### src/rtl/pfd_pkg.sv
package pfd_pkg;

  typedef enum logic {
    MON_LOCK = 1'b0,
    MON_DIV  = 1'b1
  } mon_mode_e;

  // Returns {up, dn} after the polarity control.
  function automatic logic [1:0] apply_polarity(input logic inv,
                                                input logic up,
                                                input logic dn);
    return inv ? {dn, up} : {up, dn};
  endfunction

  function automatic logic pick_source(input logic src,
                                       input logic a,
                                       input logic b);
    return src ? b : a;
  endfunction

endpackage

### src/rtl/pfd_edge_flags.sv
module pfd_edge_flags (
  input  logic clk,
  input  logic rst_n,
  input  logic run,
  input  logic ref_in,
  input  logic fb_in,
  output logic up_q,
  output logic dn_q,
  output logic ref_rise,
  output logic fb_rise,
  output logic cmp_done,
  output logic busy
);
  logic ref_d, fb_d;
  logic up_set, dn_set;

  always_ff @(posedge clk or negedge rst_n) begin
    if (!rst_n) begin
      ref_d <= 1'b0;
      fb_d  <= 1'b0;
    end else begin
      ref_d <= ref_in;
      fb_d  <= fb_in;
    end
  end

  assign ref_rise = ref_in & ~ref_d;
  assign fb_rise  = fb_in & ~fb_d;
  assign up_set   = up_q | ref_rise;
  assign dn_set   = dn_q | fb_rise;
  assign cmp_done = run & up_set & dn_set;
  assign busy     = up_q | dn_q;

  always_ff @(posedge clk or negedge rst_n) begin
    if (!rst_n) begin
      up_q <= 1'b0;
      dn_q <= 1'b0;
    end else if (!run || cmp_done) begin
      up_q <= 1'b0;
      dn_q <= 1'b0;
    end else begin
      up_q <= up_set;
      dn_q <= dn_set;
    end
  end

  p_flags_exclusive_r3: assert property (@(posedge clk) disable iff (!rst_n)
    !(up_q && dn_q));

  p_up_from_ref_r2: assert property (@(posedge clk) disable iff (!rst_n)
    $rose(up_q) |-> $past(ref_rise));

  p_dn_from_fb_r2: assert property (@(posedge clk) disable iff (!rst_n)
    $rose(dn_q) |-> $past(fb_rise));

  p_save_clears_flags_r9: assert property (@(posedge clk) disable iff (!rst_n)
    !run |=> (!up_q && !dn_q));

endmodule

### src/rtl/pfd_lock_meter.sv
module pfd_lock_meter #(
  parameter int WIN_W      = 8,
  parameter int LOCK_COUNT = 8
) (
  input  logic             clk,
  input  logic             rst_n,
  input  logic             run,
  input  logic             cmp_done,
  input  logic             busy,
  input  logic [WIN_W-1:0] window,
  output logic             lock_q,
  output logic             narrow
);
  localparam int CW = $clog2(LOCK_COUNT + 1);
  localparam logic [CW-1:0] LOCK_AT = CW'(LOCK_COUNT);
  localparam logic [WIN_W-1:0] WIDTH_MAX = {WIN_W{1'b1}};

  logic [WIN_W-1:0] wcnt;
  logic [WIN_W-1:0] width;
  logic [CW-1:0]    gcnt;
  logic [CW-1:0]    gcnt_step;

  function automatic logic [WIN_W-1:0] width_inc(input logic [WIN_W-1:0] v);
    return (v == WIDTH_MAX) ? v : v + 1'b1;
  endfunction

  function automatic logic [CW-1:0] good_inc(input logic [CW-1:0] v);
    return (v >= LOCK_AT) ? LOCK_AT : v + 1'b1;
  endfunction

  // The cycle in which the trailing edge lands still counts toward the width.
  assign width     = busy ? width_inc(wcnt) : wcnt;
  assign narrow    = width < window;
  assign gcnt_step = good_inc(gcnt);

  always_ff @(posedge clk or negedge rst_n) begin
    if (!rst_n) begin
      wcnt   <= '0;
      gcnt   <= '0;
      lock_q <= 1'b0;
    end else if (!run) begin
      wcnt   <= '0;
      gcnt   <= '0;
      lock_q <= 1'b0;
    end else if (cmp_done) begin
      wcnt <= '0;
      if (narrow) begin
        gcnt   <= gcnt_step;
        lock_q <= (gcnt_step == LOCK_AT);
      end else begin
        gcnt   <= '0;
        lock_q <= 1'b0;
      end
    end else if (busy) begin
      wcnt <= width_inc(wcnt);
    end
  end

  p_lock_needs_narrow_r5: assert property (@(posedge clk) disable iff (!rst_n)
    $rose(lock_q) |-> $past(cmp_done && narrow));

  p_wide_drops_lock_r6: assert property (@(posedge clk) disable iff (!rst_n)
    (run && cmp_done && !narrow) |=> !lock_q);

  p_save_unlocks_r9: assert property (@(posedge clk) disable iff (!rst_n)
    !run |=> !lock_q);

endmodule

### src/rtl/pfd_out_stage.sv
module pfd_out_stage
  import pfd_pkg::*;
(
  input  logic run,
  input  logic pol_inv,
  input  logic mon_sel,
  input  logic mon_src,
  input  logic hiz_n,
  input  logic cur_sel,
  input  logic up_q,
  input  logic dn_q,
  input  logic lock_q,
  input  logic ref_in,
  input  logic fb_in,
  output logic pump_up,
  output logic pump_dn,
  output logic pump_oe,
  output logic cs_out,
  output logic lock_det,
  output logic mon_out
);
  logic [1:0] oriented;
  mon_mode_e  mode;

  assign oriented = apply_polarity(pol_inv, up_q, dn_q);
  assign pump_up  = run & oriented[1];
  assign pump_dn  = run & oriented[0];
  assign pump_oe  = hiz_n;
  assign cs_out   = cur_sel;
  assign lock_det = run & lock_q;
  assign mode     = mon_mode_e'(mon_sel);

  always_comb begin
    unique case (mode)
      MON_DIV:  mon_out = pick_source(mon_src, ref_in, fb_in);
      default:  mon_out = lock_det;
    endcase
  end

endmodule

### src/rtl/pfd_lock_core.sv
module pfd_lock_core #(
  parameter int WIN_W      = 8,
  parameter int LOCK_COUNT = 8
) (
  input  logic             clk,
  input  logic             rst_n,
  input  logic             run,
  input  logic             ref_in,
  input  logic             fb_in,
  input  logic             pol_inv,
  input  logic             mon_sel,
  input  logic             mon_src,
  input  logic             hiz_n,
  input  logic             cur_sel,
  input  logic [WIN_W-1:0] lock_window,
  output logic             pump_up,
  output logic             pump_dn,
  output logic             pump_oe,
  output logic             cs_out,
  output logic             lock_det,
  output logic             mon_out
);
  logic up_q, dn_q, ref_rise, fb_rise, cmp_done, busy;
  logic lock_q, narrow;

  pfd_edge_flags u_flags (
    .clk      (clk),
    .rst_n    (rst_n),
    .run      (run),
    .ref_in   (ref_in),
    .fb_in    (fb_in),
    .up_q     (up_q),
    .dn_q     (dn_q),
    .ref_rise (ref_rise),
    .fb_rise  (fb_rise),
    .cmp_done (cmp_done),
    .busy     (busy)
  );

  pfd_lock_meter #(
    .WIN_W      (WIN_W),
    .LOCK_COUNT (LOCK_COUNT)
  ) u_meter (
    .clk      (clk),
    .rst_n    (rst_n),
    .run      (run),
    .cmp_done (cmp_done),
    .busy     (busy),
    .window   (lock_window),
    .lock_q   (lock_q),
    .narrow   (narrow)
  );

  pfd_out_stage u_out (
    .run      (run),
    .pol_inv  (pol_inv),
    .mon_sel  (mon_sel),
    .mon_src  (mon_src),
    .hiz_n    (hiz_n),
    .cur_sel  (cur_sel),
    .up_q     (up_q),
    .dn_q     (dn_q),
    .lock_q   (lock_q),
    .ref_in   (ref_in),
    .fb_in    (fb_in),
    .pump_up  (pump_up),
    .pump_dn  (pump_dn),
    .pump_oe  (pump_oe),
    .cs_out   (cs_out),
    .lock_det (lock_det),
    .mon_out  (mon_out)
  );

  p_pumps_exclusive_r3: assert property (@(posedge clk) disable iff (!rst_n)
    !(pump_up && pump_dn));

  p_reset_quiet_r1: assert property (@(posedge clk)
    !rst_n |-> (!pump_up && !pump_dn && !lock_det));

endmodule

### config.mk
export PLATFORM = sky130hd
export DESIGN_NAME = pfd_lock_core
export DESIGN_NICKNAME = d
export VERILOG_FILES = /design/src/rtl/pfd_pkg.sv /design/src/rtl/pfd_edge_flags.sv /design/src/rtl/pfd_lock_meter.sv /design/src/rtl/pfd_out_stage.sv /design/src/rtl/pfd_lock_core.sv
export SDC_FILE = /design/constraint.sdc
export NUM_CORES = 1
export LEC_CHECK = 0
export ABC_AREA = 1
export BUFFER_PORTS_ARGS = -buffer_cell sky130_fd_sc_hd__clkbuf_2
export CORE_UTILIZATION = 45
export DETAILED_ROUTE_END_ITERATION = 12
export PLACE_DENSITY = 0.67
export SYNTH_ARGS = -nofsm -noshare
export SYNTH_HDL_FRONTEND = slang
export SYNTH_HIERARCHICAL = 1
export SYNTH_SLANG_ARGS = --single-unit
### constraint.sdc
create_clock -name clk -period 3.55 [get_ports clk]
set_clock_uncertainty 0.2 [all_clocks]
set_input_delay 0.5325 -clock clk [delete_from_list [all_inputs] [get_ports clk]]
set_output_delay 0.5325 -clock clk [all_outputs]
set_load 0.02 [all_outputs]
Word level (Yosys, flattened, before mapping) --
Index checks and enable logic that the tools add are counted.
Operators by class: add/subtract/negate cells 2, magnitude comparators 2, equal/unequal tests 3, mux-type cells 16, bitwise operators 12, reductions and logical operators 2
Operators by type and width (number):
- 8-bit two-way mux | 4
- 4-bit two-way mux | 4
- 8-bit by 1-bit adder with 8-bit output (second input constant) | 1
- 8-bit == test (second input constant) | 1
- 8-bit less-than comparator | 1
- 1-bit AND | 7
- 1-bit two-way mux | 7
- 4-bit by 1-bit adder with 4-bit output (second input constant) | 1
- 4-bit == test (second input constant) | 1
- 4-bit greater-or-equal comparator (second input constant) | 1
- 1-bit OR | 3
- 2-bit two-way mux | 1
- 2-bit by 1-bit != test with 1-bit output (second input constant) | 1
- 1-bit inverter | 2
- 1-bit logical NOT | 1
- 1-bit logical OR | 1
Word-level totals: bits in registers 17, bits of input ports 18, logic and storage cells 44

Depth between registers and ports, before layout --
depth in word-level cells 7, depth in mapped cells 16

Cells and area by module --
Netlist, hierarchy kept.
By module, submodules not included:
- pfd_lock_meter | instances 1, cells each 131, area each 963.4 um^2
- pfd_edge_flags | instances 1, cells each 21, area each 176.4 um^2
- pfd_out_stage | instances 1, cells each 19, area each 85.1 um^2

Worst setup path before layout --
No wires, ideal clock.
kind register to register, from reg u_flags.dn_q, to reg u_meter.gcnt[0], library setup time 74 ps, arrival time 2131 ps, slack 1145 ps, cell stages (with the launch flop) 14, period minus slack after synthesis 2405 ps, cells stage by stage dfrtp_1 -> inv_1 -> nand2_1 -> nand4_1 -> nor2_1 -> nand2_1 -> xor2_1 -> nand2_1 -> ha_1 -> a21oi_1 -> nor2_1 -> a211oi_1 -> nand2_4 -> o21ai_2
On the way: longest elaborated chain between the ends 6, elaborated cells between the ends (all ways) 9, classes of those cells order compare: 1; eq/ne: 1; mux: 4; bitwise: 3
RTL lines:
- from (decl) | RTL line pfd_edge_flags.sv:8 | output logic dn_q,
- from (signal assigned) | RTL line pfd_edge_flags.sv:43 | dn_q <= dn_set;
- 1-bit OR | RTL line pfd_edge_flags.sv:32 | assign busy = up_q | dn_q;
- named net busy | RTL line pfd_lock_core.sv:23 | logic up_q, dn_q, ref_rise, fb_rise, cmp_done, busy;
- 8-bit two-way mux
- 8-bit less-than comparator | RTL line pfd_lock_meter.sv:33 | assign narrow = width < window;
- 4-bit two-way mux | RTL line pfd_lock_meter.sv:47 | if (narrow) begin
- 4-bit two-way mux | RTL line pfd_lock_meter.sv:45 | end else if (cmp_done) begin
- 4-bit two-way mux | RTL line pfd_lock_meter.sv:41 | end else if (!run) begin
- to (signal assigned) | RTL line pfd_lock_meter.sv:48 | gcnt <= gcnt_step;
- to (decl) | RTL line pfd_lock_meter.sv:20 | logic [CW-1:0] gcnt;
The timed path passes the listed nets, and every way through them passes these cells. The select of a mux whose other input is x is not followed. A chain may end at the register's enable or synchronous reset.

Worst setup path after layout --
from reg u_flags.dn_q, to reg u_meter.gcnt[3]
Same word-level chain as after synthesis.

==> metrics.cfg <==
[floorplanning]
boundaryPins=24
core_area_um2=2520
die_h_um=53.9
rows=18
die_w_um=53.9
die_area_um2=2910
start_util_pct=48.1

[cells_and_area]
final_nets=219
fillCellCount=252
drive_above_1_share_pct=20.5
area_delta_synth_final_pct=12.7
num_antenna_cells=0
design_area_um2=1370
finalCoreUtilization_pct=54.2
final_common_cell=inv_1
final_cell_mix=38 x inv_1, 37 x nand2_1, 21 x nor2_1

[outcome]
status=completed

[detailed_routing]
ant_nets=0
dr.pass1.iters=4
drcViolationCount=0
vias=1037
drtIter0Drc=12
finalWirelength_mm=2.17
vias_per_cell=4.71
wl_per_cell_um=9.87

[worst_setup_path]
worstSetupStartpointType=flop
cp_max_fo=5
crit_buf_inv=1
crit_family=simple AND/OR/NAND/NOR gates
path_cells=inv_1, nand2_1, nand4_1, nor2_1, nand2_1, xor2_1, nand2_1, ha_1, a21oi_1, nor2_1, a211oi_1, nand2_4, o21ai_2
crit_type=reg2reg
required_ns=3.57
cp.arrival_ns=2.72
cp-end-kind=flop
crit_top_cell=nand2_1
cp_slowest_cell=a211oi_1
crit_path_max_incr_delay_ns=0.40

[cts]
clk_pin_slew_ns=0.10
cts_tree=done
cts_buffer_depth=2
htree_levels=1
clock-sinks=17
clock-root-buffer=clkbuf_4
cts_made_buffers=3
clk-insertion-delay-late_ns=0.28

[timing]
hold_violations=0
tightest_slew_ns=0.483
hold_slack_ns=0.196
setup_tns_ns=0
slew_violations=0
fmax_ghz=0.370
layout_min_cycle_time_ns=2.70
relSlewSlack_pct=67.6
fin_crit_sh_pct=76.1
setup_violations=0
worst_slack_ns=0.847
rsz0062_at_grt=false

[grt]
overflow=0
antenna_found_initial=0
grt_max_degree=18
grt_pass1_vias=959
grt_util_all_layers_pct=18.1
grt_pass1_wl_mm=3.75

[placement]
hpwl_mm=1.78
post-place-ws_ns=0.851
placed_area_um2=1330
portBuffers=19
gp_congestion=0.815

[min_path]
hold_path.class=in2reg

[run]
max-cap-violations=0

[pwr]
power.density_nw_per_um2=265
peakVddDrop_uv=172
power.leakage_nw=0.805

[logic_synthesis]
syn_inst=168
syn_avg_cell_area_um2=7.22
syn_area_um2=1210
syn-num-nets=196
ys_warn_count=6

## final cells by class
cell class | instances | area [um2] | share of cell area (%)
sequential | 17 | 425 | 31.1
tap | 30 | 37.5 | 2.74
multi-input combinational | 111 | 631 | 46.1
clock buffer | 4 | 26.3 | 1.92
timing repair buffer | 20 | 105 | 7.69
inverter | 38 | 143 | 10.4
## worst paths after layout
path	from	endpoint	slack, ns	depth (start not counted)
worst max-delay path	u_flags/dn_q	u_meter/gcnt[3]	0.85	13
worst min-delay path	ref_in	u_flags/ref_d	0.20	1
worst max register to register	u_flags/dn_q	u_meter/gcnt[3]	0.85	13
worst min register to register	u_meter/lock_q	u_meter/lock_q	0.31	2
max in group asynchronous	rst_n	u_flags/ref_d	2.34	2
min in group asynchronous	rst_n	u_meter/wcnt[4]	0.51	2
## power by group
group	switching, mW	total [mW]	internal (mW)
clock	0.0556	0.0992	0.0436
sequential	0.00407	0.203	0.199
combinational	0.0376	0.0609	0.0232
## worst register-to-register path: stages, from the launching register on
cell and delay (ns):
dfrtp_1 0.37, inv_1 0.07, nand2_1 0.16, nand4_1 0.14, nor2_1 0.20, nand2_1 0.09
xor2_1 0.18, nand2_1 0.08, ha_1 0.29, a21oi_1 0.16, nor2_1 0.06, a211oi_1 0.40
nand2_4 0.13, o21ai_2 0.13
## flip-flops by register name, summed over array words and instances (netlist names)
register	count
u_flags/up_q	1
u_meter/lock_q	1
u_meter/gcnt	4
u_flags/dn_q	1
u_flags/ref_d	1
u_meter/wcnt	8
u_flags/fb_d	1
## per-stage QoR
stage,std cells,power [mW]
after floorplan,168,0.248
after CTS,220,0.371
after detailed placement,215,0.268
after global routing,220,0.391
after global placement,215,0.266
final,220,0.363
## per-layer routing
metal  wire length, um  track usage (%)  vias to the layer above  share of wire (%)
met5                 0                0                        -                  0
li1                  -                -                      553                  -
met4                20             8.77                        0               0.92
met2              1060             30.0                       15                 49
met1              1020             22.4                      467                 47
met3                75             3.11                        2                3.5
## repair_timing
| item | 4_1_cts | 5_1_grt |
|---|---|---|
| buffers inserted | 0 | 0 |
| endpoints found under the hold margin | 17 | 0 |
| hold buffers | 1 | 0 |
| resized for setup | 0 | 0 |
Note: power is estimated with default switching activity, not from simulation.
